File: config.mk
export PLATFORM = sky130hd
export DESIGN_NAME = isv_top
export DESIGN_NICKNAME = d
export VERILOG_FILES = /design/src/rtl/isv_pkg.sv /design/src/rtl/isv_flag_bank.sv /design/src/rtl/isv_prio_enc.sv /design/src/rtl/isv_clear_seq.sv /design/src/rtl/isv_top.sv
export SDC_FILE = /design/constraint.sdc
export NUM_CORES = 1
export LEC_CHECK = 0
export CORE_MARGIN = 8
export CORE_UTILIZATION = 45
export DETAILED_ROUTE_END_ITERATION = 6
export PLACE_DENSITY = 0.86
export SYNTH_ARGS = -nofsm -noshare
export SYNTH_HDL_FRONTEND = slang
export SYNTH_SLANG_ARGS = --single-unit
File: constraint.sdc
create_clock -name clk -period 3.93 [get_ports clk]
set_input_delay 0.5895 -clock clk [delete_from_list [all_inputs] [get_ports clk]]
set_output_delay 0.5895 -clock clk [all_outputs]
set_load 0.005 [all_outputs]
File: src/rtl/isv_pkg.sv
package isv_pkg;
    parameter int SRC_N    = 8;
    parameter int CODE_W   = 4;
    parameter int VEC_W    = 8;
    parameter int CODE_LSB = 2;
    localparam int IDX_W   = $clog2(SRC_N);

    typedef logic [CODE_W-1:0] code_t;
    typedef logic [SRC_N-1:0]  src_vec_t;
    typedef logic [IDX_W-1:0]  idx_t;

    typedef enum logic [CODE_W-1:0] {
        SRC_NONE = 4'd0,
        SRC_EOF  = 4'd1,
        SRC_IFR  = 4'd2,
        SRC_RXF  = 4'd3,
        SRC_TXE  = 4'd4,
        SRC_ARB  = 4'd5,
        SRC_CRC  = 4'd6,
        SRC_SYM  = 4'd7,
        SRC_WAKE = 4'd8
    } src_code_e;

    typedef struct packed {
        logic vec_rd;
        logic dat_rd;
        logic dat_wr;
        logic tx_end;
    } bus_t;

    typedef struct packed {
        logic      armed;
        src_code_e cap;
    } arm_t;

    function automatic logic is_rx_svc(code_t c);
        return (c == SRC_IFR) || (c == SRC_RXF);
    endfunction

    function automatic logic is_tx_svc(code_t c);
        return c == SRC_TXE;
    endfunction

    function automatic logic is_data_svc(code_t c);
        return is_rx_svc(c) || is_tx_svc(c);
    endfunction

    function automatic idx_t flag_idx(code_t c);
        return idx_t'(c - code_t'(1));
    endfunction

    function automatic logic [VEC_W-1:0] vec_of(code_t c);
        return VEC_W'(c) << CODE_LSB;
    endfunction
endpackage

File: src/rtl/isv_flag_bank.sv
module isv_flag_bank
    import isv_pkg::*;
#(
    parameter int N = SRC_N
) (
    input  logic         clk,
    input  logic         rst,
    input  logic [N-1:0] set_i,
    input  logic [N-1:0] clr_i,
    output logic [N-1:0] pend_o
);
    for (genvar i = 0; i < N; i++) begin : g_flag
        always_ff @(posedge clk) begin
            if (rst)
                pend_o[i] <= 1'b0;
            else if (set_i[i])
                pend_o[i] <= 1'b1;
            else if (clr_i[i])
                pend_o[i] <= 1'b0;
        end


        flag_set_wins_chk: assert property (@(posedge clk) disable iff (rst)
            set_i[i] |=> pend_o[i]);


        flag_clear_chk: assert property (@(posedge clk) disable iff (rst)
            clr_i[i] && !set_i[i] |=> !pend_o[i]);
    end
endmodule

File: src/rtl/isv_prio_enc.sv
module isv_prio_enc
    import isv_pkg::*;
#(
    parameter int N  = SRC_N,
    parameter int CW = CODE_W
) (
    input  logic [N-1:0]  pend_i,
    output logic [CW-1:0] code_o
);
    always_comb begin
        code_o = '0;
        for (int k = 0; k < N; k++) begin
            if (pend_i[k])
                code_o = CW'(k + 1);
        end
    end
endmodule

File: src/rtl/isv_clear_seq.sv
module isv_clear_seq
    import isv_pkg::*;
#(
    parameter int N = SRC_N
) (
    input  logic         clk,
    input  logic         rst,
    input  bus_t         bus_i,
    input  code_t        code_i,
    output logic [N-1:0] clr_o,
    output logic         armed_o
);
    arm_t st;
    logic disarm;

    assign armed_o = st.armed;

    always_comb begin
        clr_o  = '0;
        disarm = 1'b0;
        if (bus_i.vec_rd && code_i != SRC_NONE && !is_data_svc(code_i))
            clr_o[flag_idx(code_i)] = 1'b1;
        if (bus_i.dat_rd && st.armed && is_rx_svc(st.cap)) begin
            clr_o[flag_idx(st.cap)] = 1'b1;
            disarm = 1'b1;
        end
        if (bus_i.dat_wr && st.armed && is_tx_svc(st.cap)) begin
            clr_o[flag_idx(SRC_TXE)] = 1'b1;
            disarm = 1'b1;
        end
        if (bus_i.tx_end) begin
            clr_o[flag_idx(SRC_TXE)] = 1'b1;
            if (st.armed && is_tx_svc(st.cap))
                disarm = 1'b1;
        end
    end

    always_ff @(posedge clk) begin
        if (rst) begin
            st.armed <= 1'b0;
            st.cap   <= SRC_NONE;
        end else if (bus_i.vec_rd) begin
            st.armed <= is_data_svc(code_i);
            st.cap   <= src_code_e'(code_i);
        end else if (disarm) begin
            st.armed <= 1'b0;
        end
    end


    idle_data_chk: assert property (@(posedge clk) disable iff (rst)
        !st.armed && !bus_i.vec_rd && !bus_i.tx_end |-> clr_o == '0);


    arm_rx_chk: assert property (@(posedge clk) disable iff (rst)
        bus_i.vec_rd && is_rx_svc(code_i) |=> st.armed);
endmodule

File: src/rtl/isv_top.sv
module isv_top
    import isv_pkg::*;
#(
    parameter int N = SRC_N
) (
    input  logic             clk,
    input  logic             rst,
    input  logic [N-1:0]     evt_i,
    input  logic             vec_rd_i,
    input  logic             dat_rd_i,
    input  logic             dat_wr_i,
    input  logic             tx_end_i,
    output logic [VEC_W-1:0] vec_o,
    output logic             irq_o
);
    logic [N-1:0] pend;
    logic [N-1:0] clr;
    code_t        code;
    logic         armed;
    bus_t         bus;

    assign bus.vec_rd = vec_rd_i;
    assign bus.dat_rd = dat_rd_i;
    assign bus.dat_wr = dat_wr_i;
    assign bus.tx_end = tx_end_i;

    isv_flag_bank #(.N(N)) u_flags (
        .clk   (clk),
        .rst   (rst),
        .set_i (evt_i),
        .clr_i (clr),
        .pend_o(pend)
    );

    isv_prio_enc #(.N(N), .CW(CODE_W)) u_enc (
        .pend_i(pend),
        .code_o(code)
    );

    isv_clear_seq #(.N(N)) u_seq (
        .clk    (clk),
        .rst    (rst),
        .bus_i  (bus),
        .code_i (code),
        .clr_o  (clr),
        .armed_o(armed)
    );

    assign vec_o = vec_of(code);
    assign irq_o = code != SRC_NONE;


    top_src_chk: assert property (@(posedge clk) disable iff (rst)
        pend[N-1] |-> code == code_t'(N));


    none_pending_chk: assert property (@(posedge clk) disable iff (rst)
        pend == '0 |-> code == SRC_NONE);


    vec_clr_chk: assert property (@(posedge clk) disable iff (rst)
        vec_rd_i && code != SRC_NONE && !is_data_svc(code) |-> clr[flag_idx(code)]);


    data_keep_chk: assert property (@(posedge clk) disable iff (rst)
        vec_rd_i && is_data_svc(code) && !armed && !tx_end_i |-> !clr[flag_idx(code)]);
endmodule

==> out/results.txt, run 1 <==
Synthesized area: 938 um2
Max Cap Viol: 0
Buf+Inv Stages, Crit Path: 2
Root Driver: sky130_fd_sc_hd__clkbuf_4
Post-CTS resize count: 0
Clock tree buffer depth: 2
Synthesized area per cell: 8.16 um2
Setup bufs post-CTS: 0
Pin count of the biggest net entering global routing: 13
Worst vdd rail ir drop: 0.240 mV
Global-route wire length before repair: 3860 um
WL final: 2460 um
Data required, critical path: 3.34 ns
Count of nets after finishing: 154
Top-level port count: 23
R2R cell count: 9
Outcome: complete, no violations
Number of antenna violations at the first check in global routing: 0
Worst-case hold slack: 0.554 ns
Num CTS Buffers: 3
Flops & latches, synth: 13
Count of input and output buffers: 18
Vertical die dimension: 61.7 um
Non-filler cells, final: 159
Setup tns final: 0 ns
CP Max Fanout: 7
Overall Power: 357 uW
Max H-tree Level: 1
Minimum setup slack among reg-to-reg paths: 1.85 ns
Family with the most delay on the worst path: buffers and inverters
Number of failing setup endpoints in the final timing report: 0
YS warnings: 0
Path type of the worst min-delay path: reg2reg
Number of global-route vias before repair: 830
Launch instance of the worst min-delay path: u_seq.armed_o
Worst flop-to-flop path startpoint: u_flags.pend_o[1]
Final max-slew violation count: 0
Aggregate global-route resource usage: 0.136
Endpoint of the lowest-slack register-to-register path: u_flags.pend_o[1]
Final Hold Vio Count: 0
Starting utilization of the core area: 0.478
Proportion of layout cells with a drive suffix above 1: 0.0455
Longest individual stage delay on the worst path: 0.50 ns
Cell Pwr Density: 315 mW/mm2
Final cycle utilization of the critical path: 0.730
X dimension of the die: 61.7 um
Antenna violation net count after detailed routing: 0
WHS Path Cells: 2
Number of clock sinks seen by CTS: 13
Number of core rows: 16
Synthesized instance count: 115
Number of placed instances with taps included: 155
Synth-to-layout area growth: 20.8%
Routed wirelength normalized by instance count: 15.5 um
Post-DP HPWL: 1930 um
Maximum clock frequency: 0.349 GHz
Sequential cell area fraction in the yosys report: 0.277
Hold Crit Endpoint: u_seq.armed_o
Ys async rst share: 0
Final worst clock skew: 0.00431 ns
Overflow left after global routing: 0
Post-DR vias/cell: 5.64
Global placement routability congestion: 0.974
Full die area: 0.00380 mm2
Count of unique library cells instantiated by Yosys: 42
Static Leakage: 0.453 nW
Std-Cell Core Area: 0.00196 mm2
Unrepaired setup endpoints after global routing: no
Critical path capture point type: output pin
Category of the most critical setup path: reg2out
DRC violation count after routing: 0
Number of flops mapped to enable cells by yosys: 0
Cell-by-cell trace of the critical path: and2b_1 > o21ai_1 > a21oi_1 > inv_1 > ha_1 > nand3_1 > clkdlybuf4s50_1
Number of hold buffers added after CTS: 0
Clock slew seen by the registers of the worst setup and hold paths: 0.08 ns
CTS tree: done
Initial drt markers: 31
Main synth FF type: sky130_fd_sc_hd__dfxtp_1
Worst Setup Start Kind: flip-flop
Slowest-stage cell, CP: sky130_fd_sc_hd__clkdlybuf4s50_1
Number of inserted diodes: 0
Clock latency of the later-clocked register in the worst-skew pair: 0.28 ns
Post-route minimum period: 2.87 ns
Pre-Repair DR Iteration Count: 4
Worst EP arrival: 2.28 ns
Total via count after detailed routing: 896
layer usage:
metal | share of wire | GRT usage | vias up
met3 | 0.10 | 0.0522 | 4
li1 | - | - | 442
met1 | 0.43 | 0.159 | 411
met4 | 0.011 | 0.0422 | 0
met2 | 0.46 | 0.222 | 39
met5 | 0 | 0 | -
power by group:
group,leakage [nW],internal (mW),switching [mW]
registers,0.108,0.142,0.0151
clock network,0.0150,0.0394,0.0446
logic,0.330,0.0552,0.0606
sequential cells by signal (all words and copies together) (netlist names):
name            count
u_flags.pend_o      8
u_seq.armed_o       1
u_seq.st            4
per-stage QoR:
stage	instance area [um2]	util	worst slack [ns]
3_3_place_gp	1110	0.564	1.48
2_1_floorplan	950	-	2.02
5_1_grt	1130	0.578	0.946
3_5_place_dp	1110	0.564	1.40
4_1_cts	1130	0.578	1.09
6_report	1130	0.578	1.06
synth_stat cells, types with 2 or more instances:
cell type                  count  area share
sky130_fd_sc_hd__a21oi_1       8       0.043
sky130_fd_sc_hd__a31oi_1       3       0.020
sky130_fd_sc_hd__nor3_1        2       0.011
sky130_fd_sc_hd__nand3_1       2       0.011
sky130_fd_sc_hd__nand3b_1      2       0.016
sky130_fd_sc_hd__nand4_1       3       0.020
sky130_fd_sc_hd__nor2_1       17       0.068
sky130_fd_sc_hd__o21ai_0       4       0.021
sky130_fd_sc_hd__nand2_1       5       0.020
sky130_fd_sc_hd__and2b_1       2       0.016
sky130_fd_sc_hd__inv_1        10       0.040
sky130_fd_sc_hd__clkbuf_1      2      0.0080
sky130_fd_sc_hd__dfxtp_1      13        0.28
sky130_fd_sc_hd__a311oi_1      3       0.028
sky130_fd_sc_hd__buf_4         5       0.040
sky130_fd_sc_hd__ha_1          7       0.093
sky130_fd_sc_hd__mux2i_1       2       0.021
cell usage in the layout, fill, tap and decap left out, types with 2 or more instances in the layout:
master and count:
sky130_fd_sc_hd__nand4_1 3, sky130_fd_sc_hd__nand2_1 5, sky130_fd_sc_hd__nor2_1 17, sky130_fd_sc_hd__a31oi_1 3
sky130_fd_sc_hd__inv_1 10, sky130_fd_sc_hd__o21ai_0 4, sky130_fd_sc_hd__nor3_1 2, sky130_fd_sc_hd__a311oi_1 3
sky130_fd_sc_hd__and2b_1 2, sky130_fd_sc_hd__ha_1 7, sky130_fd_sc_hd__dfxtp_1 13, sky130_fd_sc_hd__conb_1 4
sky130_fd_sc_hd__clkdlybuf4s50_1 18, sky130_fd_sc_hd__clkbuf_4 3, sky130_fd_sc_hd__mux2i_1 2, sky130_fd_sc_hd__a21oi_1 8
sky130_fd_sc_hd__nand3b_1 2, sky130_fd_sc_hd__nand3_1 2
area by class of cell:
type | instances | area [um2]
Fill cell | 199 | 828
Multi-Input combinational cell | 87 | 596
Sequential cell | 13 | 260
Timing Repair Buffer | 18 | 180
Inverter | 10 | 37.5
Tap cell | 27 | 33.8
Clock buffer | 4 | 26.3
logic make-up (layout without fill, tap and decap cells):
kind of cell    Yosys count  count (layout)  synth area share
compound gates           30              30             0.221
xor+xnor                  1               1           0.00934
fa+ha+maj                 7               7            0.0933
buf+inv                  18              32             0.100
flops                    13              13             0.277
mux                       2               2            0.0213
other cells               1               4           0.00400
simple gates             43              43             0.273
worst min-delay path, cell delays in order (launching register included):
cell and delay [ns]:
sky130_fd_sc_hd__dfxtp_1 0.35, sky130_fd_sc_hd__nand4b_1 0.10, sky130_fd_sc_hd__a21oi_1 0.06
worst max-delay path by stage:
stage	from	endpoint	slack [ns]	depth (start not counted)
after floorplan	u_flags.pend_o[1]	irq_o	2.02	6
after global placement	u_flags.pend_o[1]	irq_o	1.48	7
after detailed placement	u_flags.pend_o[1]	irq_o	1.40	7
after global routing	u_flags.pend_o[1]	irq_o	0.95	7
final	u_flags.pend_o[1]	irq_o	1.06	7
after CTS	u_flags.pend_o[1]	irq_o	1.09	7
No activity file was read; power rests on OpenSTA's default activity.
==> run 2, diff against run 1 <==
Settings changed: CORE_UTILIZATION 45 to 43.
Clock period 3.93 ns to 2.3 ns, I/O delays scaled along.
==> out/results.txt, run 2 (synthesis results as in run 1) <==
DRC violation count after routing: 0 (unchanged)
Max Cap Viol: 0 (unchanged)
Sw Pwr: 228 uW (+89%)
Max H-tree Level: 1 (unchanged)
Category of the most critical setup path: reg2out
Routed wirelength normalized by instance count: 16.7 um (+7.7%)
Total internal power: 415 uW (+75%)
Setup tns final: 0 ns (unchanged)
Number of antenna violations at the first check in global routing: 0 (unchanged)
Final cycle utilization of the critical path: 0.931
Clock tree buffer depth: 2 (unchanged)
Data required, critical path: 1.96 ns (-1.38 ns)
Worst setup path startpoint: u_flags.pend_o[3]
Non-filler cells, final: 164 (+3.1%)
Initial drt markers: 59 (+90%)
Clock latency of the later-clocked register in the worst-skew pair: 0.29 ns (about the same)
Antenna violation net count after detailed routing: 0 (unchanged)
Total via count after detailed routing: 970 (+8.3%)
Number of core rows: 17 (+1)
Commonest non-fill, non-tap cells in the layout: sky130_fd_sc_hd__clkdlybuf4s50_1 (17), sky130_fd_sc_hd__nor2_1 (16), sky130_fd_sc_hd__dfxtp_1 (13)
Number of hold buffers added after CTS: 0 (unchanged)
Setup bufs post-CTS: 0 (unchanged)
Final worst clock skew: 0.0129 ns (+0.00859 ns)
Global placement routability congestion: 0.951 (-2.4%)
Top-level port count: 23 (unchanged)
Aggregate global-route resource usage: 0.144 (+0.00830)
Flip-flop count of the largest register after layout: 8 (unchanged)
Num CTS Buffers: 3 (unchanged)
Worst flop-to-flop path startpoint: u_flags.pend_o[1]
Fraction of power consumed by combinational cells: 0.342 (+0.018)
Commonest non-fill, non-tap cell in the layout: sky130_fd_sc_hd__clkdlybuf4s50_1
Static Leakage: 0.473 nW (+4.4%)
Starting utilization of the core area: 0.441 (-0.0371)
Pre-Repair DR Iteration Count: 4 (unchanged)
Synth-to-layout area growth: 25.5%
Overflow left after global routing: 0 (unchanged)
Cell Pwr Density: 546 mW/mm2 (+73%)
Number of clock sinks seen by CTS: 13 (unchanged)
Path type of the worst min-delay path: reg2reg
Pin count of the biggest net entering global routing: 13 (unchanged)
Worst EP arrival: 1.80 ns (-0.48 ns)
Worst Setup Start Kind: flip-flop
Number of inserted diodes: 0 (unchanged)
Fraction of power consumed by sequential logic: 0.420 (-0.021)
Reg with most FFs: u_flags.pend_o
Post-DR vias/cell: 5.91 (+5.0%)
Count of nets after finishing: 158 (+2.6%)
Proportion of layout cells with a drive suffix above 1: 0.103 (+0.0575)
X dimension of the die: 62.7 um (+1.7%)
CTS tree: done
Number of global-route vias before repair: 998 (+20%)
Net Sw Frac: 0.354 (+0.0177)
Number of placed instances with taps included: 160 (+3.2%)
Std-Cell Core Area: 0.00213 mm2 (+8.4%)
Full die area: 0.00393 mm2 (+3.4%)
Post-route minimum period: 2.14 ns
Unrepaired setup endpoints after global routing: no
Vertical die dimension: 62.7 um (+1.7%)
Post-DP HPWL: 2010 um (+4.0%)
Root Driver: sky130_fd_sc_hd__clkbuf_4
Outcome: complete, no violations
Final Hold Vio Count: 0 (unchanged)
Maximum clock frequency: 0.467 GHz
Clock slew seen by the registers of the worst setup and hold paths: 0.09 ns (about the same)
Count of input and output buffers: 18 (unchanged)
CP Max Fanout: 5 (-2)
WL final: 2740 um (+11%)
Final max-slew violation count: 0 (unchanged)
Worst vdd rail ir drop: 0.412 mV (+72%)
Global-route wire length before repair: 4670 um (+21%)
Number of failing setup endpoints in the final timing report: 0 (unchanged)
Launch instance of the worst min-delay path: u_flags.pend_o[0]
Critical path capture point type: output pin
Clock group share of total power: 0.238 (+0.003)
-- run 2: cell count changes in the layout (fill, tap and decap cells not counted), sizes merged --
| cell | delta |
|---|---|
| buf | +4 |
| clkdlybuf4s50 | -1 |
| dlygate4sd2 | +1 |
-- run 2: metal layers --
metal	track usage	share of wire	vias to the layer above
met5	0	0	-
met4	0.0855	0.027	0
met3	0.0341	0.084	9
met2	0.237	0.48	56
met1	0.166	0.41	454
li1	-	-	451
-- run 2: per-stage QoR --
step | setup slack (ns) | instance area, um2 | total power [mW] | util | hold slack [ns]
global placement | 0.316 | 1140 | 0.472 | 0.535 | 0.512
CTS | 0.165 | 1180 | 0.631 | 0.554 | 0.539
global route | 0.0115 | 1180 | 0.675 | 0.554 | 0.555
finish | 0.158 | 1180 | 0.643 | 0.554 | 0.544
detailed placement | 0.210 | 1140 | 0.479 | 0.535 | 0.528
floorplan | 0.473 | 950 | 0.401 | - | 0.462
-- run 2: layout make-up --
| type | instances | area [um2] |
|---|---|---|
| fillers | 198 | 950 |
| flip-flops and latches | 13 | 260 |
| repair buffers | 22 | 209 |
| inverters | 10 | 37.5 |
| well taps | 28 | 35.0 |
| multi-input cells | 87 | 609 |
| clock buffers | 4 | 26.3 |
-- run 2: worst paths after layout --
kind	to	depth (start not counted)	slack, ns
setup / recovery	vec_o[3]	4	0.16
hold / removal	u_flags.pend_o[0]	2	0.54
setup reg to reg	u_flags.pend_o[1]	8	0.30
hold reg to reg	u_flags.pend_o[0]	2	0.54
-- run 2: power groups by stage --
| stage | Clock, mW | Sequential, mW | Combinational [mW] |
|---|---|---|---|
| after floorplan | 0 | 0.265 | 0.136 |
| after global placement | 0 | 0.271 | 0.201 |
| after detailed placement | 0 | 0.272 | 0.207 |
| after CTS | 0.152 | 0.268 | 0.212 |
| after global routing | 0.163 | 0.273 | 0.240 |
| final | 0.153 | 0.270 | 0.220 |
-- run 2: timing repair --
action | in CTS | in global routing
resized for setup | 5 | 0
endpoints found under the setup margin | 1 | 0
hold endpoints to repair | 0 | 0
-- run 2: critical path, cell delays in order (launching register included) --
cell	delay, ns
sky130_fd_sc_hd__dfxtp_1	0.40
sky130_fd_sc_hd__o31ai_1	0.32
sky130_fd_sc_hd__nand2_1	0.12
sky130_fd_sc_hd__inv_1	0.13
sky130_fd_sc_hd__clkdlybuf4s50_1	0.52
==> run 3, diff against run 2 <==
Settings changed: CTS_CLUSTER_DIAMETER set to 150.
==> results of run 3 <==
No change in the layout: final DEF, timing and power equal those of run 2.
